`src/rtl/spi_xchg_pkg.sv`:
```
package spi_xchg_pkg;

    localparam logic [1:0] ADDR_CFG  = 2'd0;
    localparam logic [1:0] ADDR_STAT = 2'd1;
    localparam logic [1:0] ADDR_DATA = 2'd2;

    typedef struct packed {
        logic [2:0] div_sel;
        logic       lsb_first;
        logic       cpha;
        logic       cpol;
        logic       master;
        logic       en;
    } cfg_t;

    typedef struct packed {
        cfg_t cfg;
        logic busy;
        logic sck;
        logic done;
        logic wcol;
        logic armed;
        logic sck_prev;
    } ctl_t;

endpackage

```
`src/rtl/spi_xchg_sync.sv`:
```
module spi_xchg_sync #(
    parameter int W      = 3,
    parameter int STAGES = 2,
    parameter logic [W-1:0] RST_VAL = '0
) (
    input  logic         clk,
    input  logic         rst_n,
    input  logic [W-1:0] d,
    output logic [W-1:0] q
);
    logic [STAGES-1:0][W-1:0] pipe_d, pipe_q;

    always_comb begin
        pipe_d[0] = d;
        for (int i = 1; i < STAGES; i++) begin
            pipe_d[i] = pipe_q[i-1];
        end
    end

    always_ff @(posedge clk or negedge rst_n) begin
        if (!rst_n) begin
            pipe_q <= {STAGES{RST_VAL}};
        end else begin
            pipe_q <= pipe_d;
        end
    end

    assign q = pipe_q[STAGES-1];
endmodule

```
`src/rtl/spi_xchg_clkgen.sv`:
```
module spi_xchg_clkgen #(
    parameter int SEL_W   = 3,
    parameter int MAX_SEL = 6
) (
    input  logic             clk,
    input  logic             rst_n,
    input  logic             run,
    input  logic [SEL_W-1:0] sel,
    output logic             tick
);
    localparam int CNT_W = MAX_SEL + 1;

    logic [CNT_W-1:0] cnt_d, cnt_q, half_m1;
    logic [SEL_W-1:0] sel_eff;

    always_comb begin
        sel_eff = (sel > SEL_W'(MAX_SEL)) ? SEL_W'(MAX_SEL) : sel;
        half_m1 = (CNT_W'(1) << sel_eff) - CNT_W'(1);
        tick    = run && (cnt_q == half_m1);
        if (!run || tick) begin
            cnt_d = '0;
        end else begin
            cnt_d = cnt_q + CNT_W'(1);
        end
    end

    always_ff @(posedge clk or negedge rst_n) begin
        if (!rst_n) begin
            cnt_q <= '0;
        end else begin
            cnt_q <= cnt_d;
        end
    end
endmodule

```
`src/rtl/spi_xchg_shifter.sv`:
```
module spi_xchg_shifter #(
    parameter int DW = 8
) (
    input  logic          clk,
    input  logic          rst_n,
    input  logic          load,
    input  logic [DW-1:0] load_data,
    input  logic          abort,
    input  logic          edge_ev,
    input  logic          lead,
    input  logic          cpha,
    input  logic          lsb_first,
    input  logic          sdi,
    output logic [DW-1:0] sr,
    output logic          sdo,
    output logic          active,
    output logic          done
);
    localparam int NEDGE = 2 * DW;
    localparam int EW    = $clog2(NEDGE);
    localparam logic [EW-1:0] LAST = EW'(NEDGE - 1);

    typedef struct packed {
        logic [DW-1:0] sr;
        logic [EW-1:0] ecnt;
        logic          dout;
    } sh_t;

    sh_t sh_d, sh_q;
    logic sample;

    always_comb begin
        sh_d   = sh_q;
        done   = 1'b0;
        sample = lead ^ cpha;
        if (load) begin
            sh_d.sr   = load_data;
            sh_d.ecnt = '0;
            sh_d.dout = lsb_first ? load_data[0] : load_data[DW-1];
        end else if (abort) begin
            sh_d.ecnt = '0;
        end else if (edge_ev) begin
            done      = (sh_q.ecnt == LAST);
            sh_d.ecnt = done ? '0 : sh_q.ecnt + EW'(1);
            if (sample) begin
                sh_d.sr = lsb_first ? {sdi, sh_q.sr[DW-1:1]} : {sh_q.sr[DW-2:0], sdi};
            end else begin
                sh_d.dout = lsb_first ? sh_q.sr[0] : sh_q.sr[DW-1];
            end
        end
    end

    always_ff @(posedge clk or negedge rst_n) begin
        if (!rst_n) begin
            sh_q <= '0;
        end else begin
            sh_q <= sh_d;
        end
    end

    assign sr     = sh_q.sr;
    assign sdo    = sh_q.dout;
    assign active = (sh_q.ecnt != '0);


    out_hold_chk: assert property (@(posedge clk) disable iff (!rst_n)
        (edge_ev && sample && !load && !abort) |=> $stable(sh_q.dout));


    abort_cnt_chk: assert property (@(posedge clk) disable iff (!rst_n)
        abort |=> (sh_q.ecnt == '0));
endmodule

```
`src/rtl/spi_xchg.sv`:
```
module spi_xchg
    import spi_xchg_pkg::*;
#(
    parameter int DW      = 8,
    parameter int MAX_SEL = 6
) (
    input  logic          clk,
    input  logic          rst_n,
    input  logic          reg_wr,
    input  logic          reg_rd,
    input  logic [1:0]    reg_addr,
    input  logic [DW-1:0] reg_wdata,
    output logic [DW-1:0] reg_rdata,
    output logic          sck_out,
    input  logic          sck_in,
    input  logic          ss_n,
    input  logic          sdi,
    output logic          sdo,
    output logic          sdo_en
);
    localparam int CFG_W = $bits(cfg_t);

    ctl_t st_d, st_q;
    logic sck_s, ss_s, sdi_s;
    logic wr_cfg, wr_data, rd_stat, rd_data;
    logic xfer_busy, load, start, coll, modf, abort;
    logic tick, m_edge, s_edge, edge_ev, lead, ser_in;
    logic core_active, core_done;
    logic [DW-1:0] core_sr;

    spi_xchg_sync #(.W(3), .STAGES(2), .RST_VAL(3'b010)) u_sync (
        .clk   (clk),
        .rst_n (rst_n),
        .d     ({sck_in, ss_n, sdi}),
        .q     ({sck_s, ss_s, sdi_s})
    );

    spi_xchg_clkgen #(.SEL_W(3), .MAX_SEL(MAX_SEL)) u_clkgen (
        .clk   (clk),
        .rst_n (rst_n),
        .run   (st_q.busy),
        .sel   (st_q.cfg.div_sel),
        .tick  (tick)
    );

    spi_xchg_shifter #(.DW(DW)) u_shifter (
        .clk       (clk),
        .rst_n     (rst_n),
        .load      (load),
        .load_data (reg_wdata),
        .abort     (abort),
        .edge_ev   (edge_ev),
        .lead      (lead),
        .cpha      (st_q.cfg.cpha),
        .lsb_first (st_q.cfg.lsb_first),
        .sdi       (ser_in),
        .sr        (core_sr),
        .sdo       (sdo),
        .active    (core_active),
        .done      (core_done)
    );

    always_comb begin
        wr_cfg    = reg_wr && (reg_addr == ADDR_CFG);
        wr_data   = reg_wr && (reg_addr == ADDR_DATA);
        rd_stat   = reg_rd && (reg_addr == ADDR_STAT);
        rd_data   = reg_rd && (reg_addr == ADDR_DATA);
        xfer_busy = st_q.cfg.master ? st_q.busy : core_active;
        load      = wr_data && !xfer_busy;
        coll      = wr_data && xfer_busy;
        start     = load && st_q.cfg.en && st_q.cfg.master;
        modf      = st_q.cfg.en && st_q.cfg.master && !ss_s;
        abort     = !st_q.cfg.en || modf || (!st_q.cfg.master && ss_s);
        m_edge    = st_q.busy && tick;
        s_edge    = st_q.cfg.en && !st_q.cfg.master && !ss_s && (sck_s != st_q.sck_prev);
        edge_ev   = st_q.cfg.master ? m_edge : s_edge;
        lead      = st_q.cfg.master ? (st_q.sck == st_q.cfg.cpol) : (sck_s != st_q.cfg.cpol);
        ser_in    = st_q.cfg.master ? sdi : sdi_s;

        st_d          = st_q;
        st_d.sck_prev = sck_s;
        if (wr_cfg) begin
            st_d.cfg = cfg_t'(reg_wdata[CFG_W-1:0]);
        end
        if (modf) begin
            st_d.cfg.master = 1'b0;
        end

        if (!st_q.cfg.en || modf) begin
            st_d.busy = 1'b0;
        end else if (start) begin
            st_d.busy = 1'b1;
        end else if (st_q.cfg.master && core_done) begin
            st_d.busy = 1'b0;
        end

        if (st_q.busy && !modf && tick) begin
            st_d.sck = ~st_q.sck;
        end else if (!st_q.busy) begin
            st_d.sck = st_q.cfg.cpol;
        end

        if (rd_stat) begin
            st_d.armed = st_q.done;
        end else if (rd_data) begin
            st_d.armed = 1'b0;
        end

        if (core_done) begin
            st_d.done = 1'b1;
        end else if (rd_data && st_q.armed) begin
            st_d.done = 1'b0;
        end

        if (coll) begin
            st_d.wcol = 1'b1;
        end else if (rd_data && st_q.armed) begin
            st_d.wcol = 1'b0;
        end
    end

    always_ff @(posedge clk or negedge rst_n) begin
        if (!rst_n) begin
            st_q <= '0;
        end else begin
            st_q <= st_d;
        end
    end

    always_comb begin
        case (reg_addr)
            ADDR_CFG:  reg_rdata = DW'(st_q.cfg);
            ADDR_STAT: reg_rdata = DW'({st_q.wcol, st_q.done});
            ADDR_DATA: reg_rdata = core_sr;
            default:   reg_rdata = '0;
        endcase
    end

    assign sck_out = st_q.sck;
    assign sdo_en  = st_q.cfg.en && (st_q.cfg.master || !ss_n);


    sck_tick_chk: assert property (@(posedge clk) disable iff (!rst_n)
        (st_q.busy && $past(st_q.busy) && !$stable(st_q.sck)) |-> $past(tick));


    done_set_chk: assert property (@(posedge clk) disable iff (!rst_n)
        core_done |=> st_q.done);


    done_clr_chk: assert property (@(posedge clk) disable iff (!rst_n)
        $fell(st_q.done) |-> $past(rd_data && st_q.armed));


    wcol_chk: assert property (@(posedge clk) disable iff (!rst_n)
        (wr_data && xfer_busy) |=> st_q.wcol);


    modf_chk: assert property (@(posedge clk) disable iff (!rst_n)
        (st_q.cfg.en && st_q.cfg.master && !ss_s) |=> (!st_q.cfg.master && !st_q.busy));
endmodule

```
`config.mk`:
```
export PLATFORM = sky130hd
export DESIGN_NAME = spi_xchg
export DESIGN_NICKNAME = d
export VERILOG_FILES = /design/src/rtl/spi_xchg_pkg.sv /design/src/rtl/spi_xchg_sync.sv /design/src/rtl/spi_xchg_clkgen.sv /design/src/rtl/spi_xchg_shifter.sv /design/src/rtl/spi_xchg.sv
export SDC_FILE = /design/constraint.sdc
export NUM_CORES = 1
export LEC_CHECK = 0
export ABC_AREA = 1
export CAP_MARGIN = 20
export CORE_MARGIN = 3
export CORE_UTILIZATION = 40
export CTS_CLUSTER_DIAMETER = 150
export CTS_CLUSTER_SIZE = 8
export DETAILED_ROUTE_END_ITERATION = 10
export GPL_ROUTABILITY_DRIVEN = 0
export GPL_TIMING_DRIVEN = 1
export PLACE_DENSITY = 0.64
export SYNTH_ARGS = -nofsm -noshare
export SYNTH_HDL_FRONTEND = slang
export SYNTH_HIERARCHICAL = 1
export SYNTH_SLANG_ARGS = --single-unit
```
`constraint.sdc`:
```
create_clock -name clk -period 4.3 [get_ports clk]
set_clock_uncertainty 0.2 [all_clocks]
set_input_delay 0.86 -clock clk [delete_from_list [all_inputs] [get_ports clk]]
set_output_delay 0.86 -clock clk [all_outputs]
set_load 0.005 [all_outputs]
```
==> Word-level counts from Yosys, hierarchy flattened <==
Index checks and enable logic that the tools add are counted.
{ "totals": {"ff_bits": 40, "inputBits": 17, "output_inout_bits": 11, "wordCells": 112} }
{ "classes": {"n_addsub": 3, "magnitude_cmp": 1, "eq_ne": 10, "shifts": 1, "n_mux": 33, "n_bitwise": 2, "reduce_logical": 44} }
{ "op_table": {"columns": ["cell", "n"], "rows": [
  ["two-way mux 13 bit", 2],
  ["two-way mux 8 bit", 3],
  ["case mux 8 bit (3 select lines)", 1],
  ["two-way mux 1 bit", 22],
  ["logical AND 1 bit", 21],
  ["nonzero test 2 bit", 6],
  ["two-way mux 4 bit", 2],
  ["adder 7 x 1 -> 7 bit (second input constant)", 1],
  ["== test 7 bit", 1],
  ["logical NOT 1 bit", 7],
  ["two-way mux 7 bit", 1],
  ["left shift 1 x 3 -> 7 bit (first input constant)", 1],
  ["subtractor 7 x 2 -> 7 bit (second input constant)", 1],
  ["AND reduction 3 bit", 2],
  ["nonzero test 3 bit", 2],
  ["adder 4 x 1 -> 4 bit (second input constant)", 1],
  ["== test 4 bit (second input constant)", 1],
  ["logical OR 1 bit", 4],
  ["inequality test 2 bit (second input constant)", 2],
  ["nonzero test 4 bit", 1],
  ["> comparator 3 bit (second input constant)", 1],
  ["two-way mux 3 bit", 1],
  ["== test 2 x 1 -> 1 bit (second input constant)", 1],
  ["== test 2 bit (second input constant)", 1],
  ["7 further kinds", 8]
]} }

==> Depth between registers and ports, before layout <==
{ "depth": {"ltp_word": 15, "ltp_mapped": 16, "ltp_nobuf": 16} }

==> Cells and area by module <==
Netlist, hierarchy kept.
{ "modules_own_cells": {"columns": ["mod", "instances", "cells_each", "area_per_inst_um2", "seq_area_each_um2"], "rows": [
  ["spi_xchg_shifter", 1, 150, 983.4, 325.3],
  ["spi_xchg", 1, 106, 799.5, 350.3],
  ["spi_xchg_clkgen", 1, 69, 455.4, 175.2],
  ["spi_xchg_sync", 1, 6, 152.6, 152.6]
]} }

==> Worst setup path before layout <==
OpenSTA, ideal clock, no wires.
{ "synth_path": {"path_kind": "in2out", "start": "in reg_addr[1]", "end": "out reg_rdata[2]", "arrival_time_ns": 1.295, "required_ns": 3.240, "slack_ns": 1.945, "cell_stages": 3, "path_buffers": 0, "cell_sequence": "nor2_4 -> inv_1 -> o21ai_0"} }
{ "synth_via": {"elab_chain_cells": 2} }
{ "synth_rtl": {"columns": ["item", "line", "text"], "rows": [
  ["from (decl)", "spi_xchg.sv:11", "input logic [1:0] reg_addr,"],
  ["== test 2 bit (tied with other cells)", "spi_xchg.sv:131", "case (reg_addr)"],
  ["case mux 8 bit (3 select lines) *", "spi_xchg.sv:131", null],
  ["to (decl)", "spi_xchg.sv:13", "output logic [DW-1:0] reg_rdata,"]
]} }
Every way passes the cells marked *; elsewhere a longest branch is shown, timed or not.

==> Worst setup path in the final report <==
{ "layout_path": {"start": "in reg_addr[1]", "end": "out reg_rdata[1]"} }
The elaborated chain is that of the path after synthesis.

==> flow_summary.toml <==
[sta]
setup_viol = 0
fmaxAchievable_mhz = 285
worst_pin_slew_ns = 0.904
rsz0062_at_grt = "false"
slew_headroom_pct = 39.8
tns_ns = 0
setup_ws_ns = 0.785
fin_crit_ns = 3.51
period_share_pct = 81.7
final-max-slew-violation-count = 0
hold_viol = 0

[cts]
numCtsBuffers = 5
clk_pin_slew_ns = 0.07
htreeDepth = 2
clk_latency_ns = 0.29
clk_path_buf_depth = 2
cts_hold_buf = 0
numClockSinks = 40
cts_tree = "built"
postCtsSetupRepairBufs = 0
cts_resized = 0
clockRootBuffer = "clkbuf_8"

[cells_and_area]
area_delta_synth_final_pct = 14.7
n_antenna_cell = 0
drive_gt1_share_pct = 8.47
fin_util_pct = 48.6
final_common_cell = "nand2_1"
fin_nets = 373
fillCellCount = 543
final_cell_mix = "nand2_1, inv_1, dfrtp_1"

[global_routing]
antenna_found_initial = 0
grtUsageTotal_pct = 16.6
use_met3_pct = 2.78
grt_pass1_vias = 1972
grt_max_degree = 41
grt_pass1_wl_um = 9490
overflow = 0
grt.busiest_layer = "met2"
grt_use_met1_pct = 22.4
use_met2_pct = 26.9

[logic_synthesis]
synth-seq-cells = 40
seq_area_frac_synth_pct = 42.0
synthFlopType = "dfrtp_1"
synthDistinctLibCells = 29
async_flop_share_pct = 100
avgSynthCellArea_um2 = 7.22
netlist_area_um2 = 2390
synth_top_cell_by_area = "dfrtp_1"
synthCells = 331
synth_area_leaders = "dfrtp_1, nand2_1, nand3_1"
synth_top_area_share_pct = 39.8
yosys_warnings = 6
synth_edf_count = 0
syn_nets = 351

[outcome]
outcome = "completed"

[detailed_routing]
routedWlPerCell_um = 12.7
postRouteWirelength_um = 5410
drt_first_pass_iters = 4
vias = 2066
viasPerCell = 4.85
drtAntennaViolNets = 0
drt_iter0_markers = 97
drcViolationCount = 0

[place]
pre_cts_ws_ns = 0.768
portBuffers = 27
place_hpwl_um = 4040

[min_path]
holdPathStages = 0
worst_hold_path_type = "reg2reg"

[critical_path]
cp.depth = 5
worstRegToRegCells = 15
critical_path.top_delay_family = "buffers and inverters"
cp.required_ns = 3.24
crit_path_end_kind = "output port"
path_class = "in2out"
cpPeakStageDelay_ns = 0.53
cpMostUsedCell = "clkdlybuf4s50_1"
worstPathMaxFanout = 8
cp_slowest_cell = "clkdlybuf4s50_1"
crit_chain = "clkdlybuf4s50_1, nor2_4, inv_1, o211ai_1, clkdlybuf4s50_1"
crit_buf_inv = 3
crit_arrival_ns = 2.45
start_kind = "input port"

[floorplanning]
dieArea_um2 = 6940
start_util_pct = 42.4
row_count = 27
io-pin-count = 28
dieWidth_um = 83.3
dieHeight_um = 83.3
core_um2 = 5640

[job]
cap_violations = 0

[power]
p_leak_nw = 1.38
power_mw = 1.06
irDropWorstVdd_uv = 165
cellPowerDensity_nw_per_um2 = 386
[layout make-up]
cell class	instances	area [um2]	share of cell area, %
clock buffer	7	76.3	2.78
clock inverter	1	5.00	0.183
inverter	49	186	6.80
multi-input combinational	229	1110	40.4
sequential	40	1000	36.6
tap	72	90.1	3.29
timing repair buffer	28	273	9.95
[worst paths after layout]
path | slack (ns) | from | end
worst max-delay path | 0.79 | reg_addr[1] | reg_rdata[1]
worst min-delay path | 0.16 | u_sync/pipe_d[5] | u_sync/q[2]
worst max register to register | 1.66 | u_shifter/sh_q[1] | st_q[5]
worst min register to register | 0.16 | u_sync/pipe_d[5] | u_sync/q[2]
max in group asynchronous | 2.84 | rst_n | u_shifter/sr[3]
min in group asynchronous | 0.50 | rst_n | sck_out
[power breakdown]
| part | internal [mW] | switching (mW) | total [mW] |
|---|---|---|---|
| Sequential | 0.434 | 0.0655 | 0.500 |
| Combinational | 0.140 | 0.177 | 0.318 |
| Clock | 0.114 | 0.127 | 0.241 |
| Total | 0.689 | 0.370 | 1.06 |
[Yosys cell counts (2+ instances only)]
cell / instances
xor2_1: 4
nand3_1: 36
xnor2_1: 4
dfrtp_1: 38
nand2_1: 120
buf_2: 2
o21ai_0: 16
ha_1: 3
nor2_4: 2
inv_2: 5
a22o_2: 5
a21oi_1: 3
nand2_2: 2
buf_4: 9
nand2_4: 2
nor3_1: 4
inv_1: 43
nor2_1: 19
o211ai_1: 2
nand4_1: 2
dfstp_2: 2
[per-stage QoR]
step / area [um2] / hold WS, ns / cells
floorplan: 2390 / 0.131 / 331
global placement: 2660 / 0.135 / 418
detailed placement: 2660 / 0.138 / 418
CTS: 2740 / 0.156 / 426
global route: 2740 / 0.160 / 426
finish: 2740 / 0.155 / 426
[metal layers]
metal	share of wire, %	routed length (um)	up-vias
met5	0	0	-
met4	1.9	101	0
met3	3.7	198	8
met2	46	2470	45
met1	49	2640	944
li1	-	-	1069
[logic make-up after synthesis]
family                   Yosys count  share of synthesized area (%)
XOR/XNOR                           8                           2.93
adder cells (fa/ha/maj)            3                           1.57
AO/OA/AOI/OAI                     28                           7.27
flip-flops                        40                           42.0
AND/OR/NAND/NOR                  190                           34.5
buffers and inverters             62                           11.7
[sequential cells by signal, summed over array words and instances (netlist names)]
name / cells
u_shifter/sh_q: 4
st_q: 13
sck_out: 1
u_sync/pipe_d: 3
u_clkgen/cnt_q: 7
u_shifter/sdo: 1
u_shifter/sr: 8
u_sync/q: 3
Note: power is estimated with default switching activity, not from simulation.
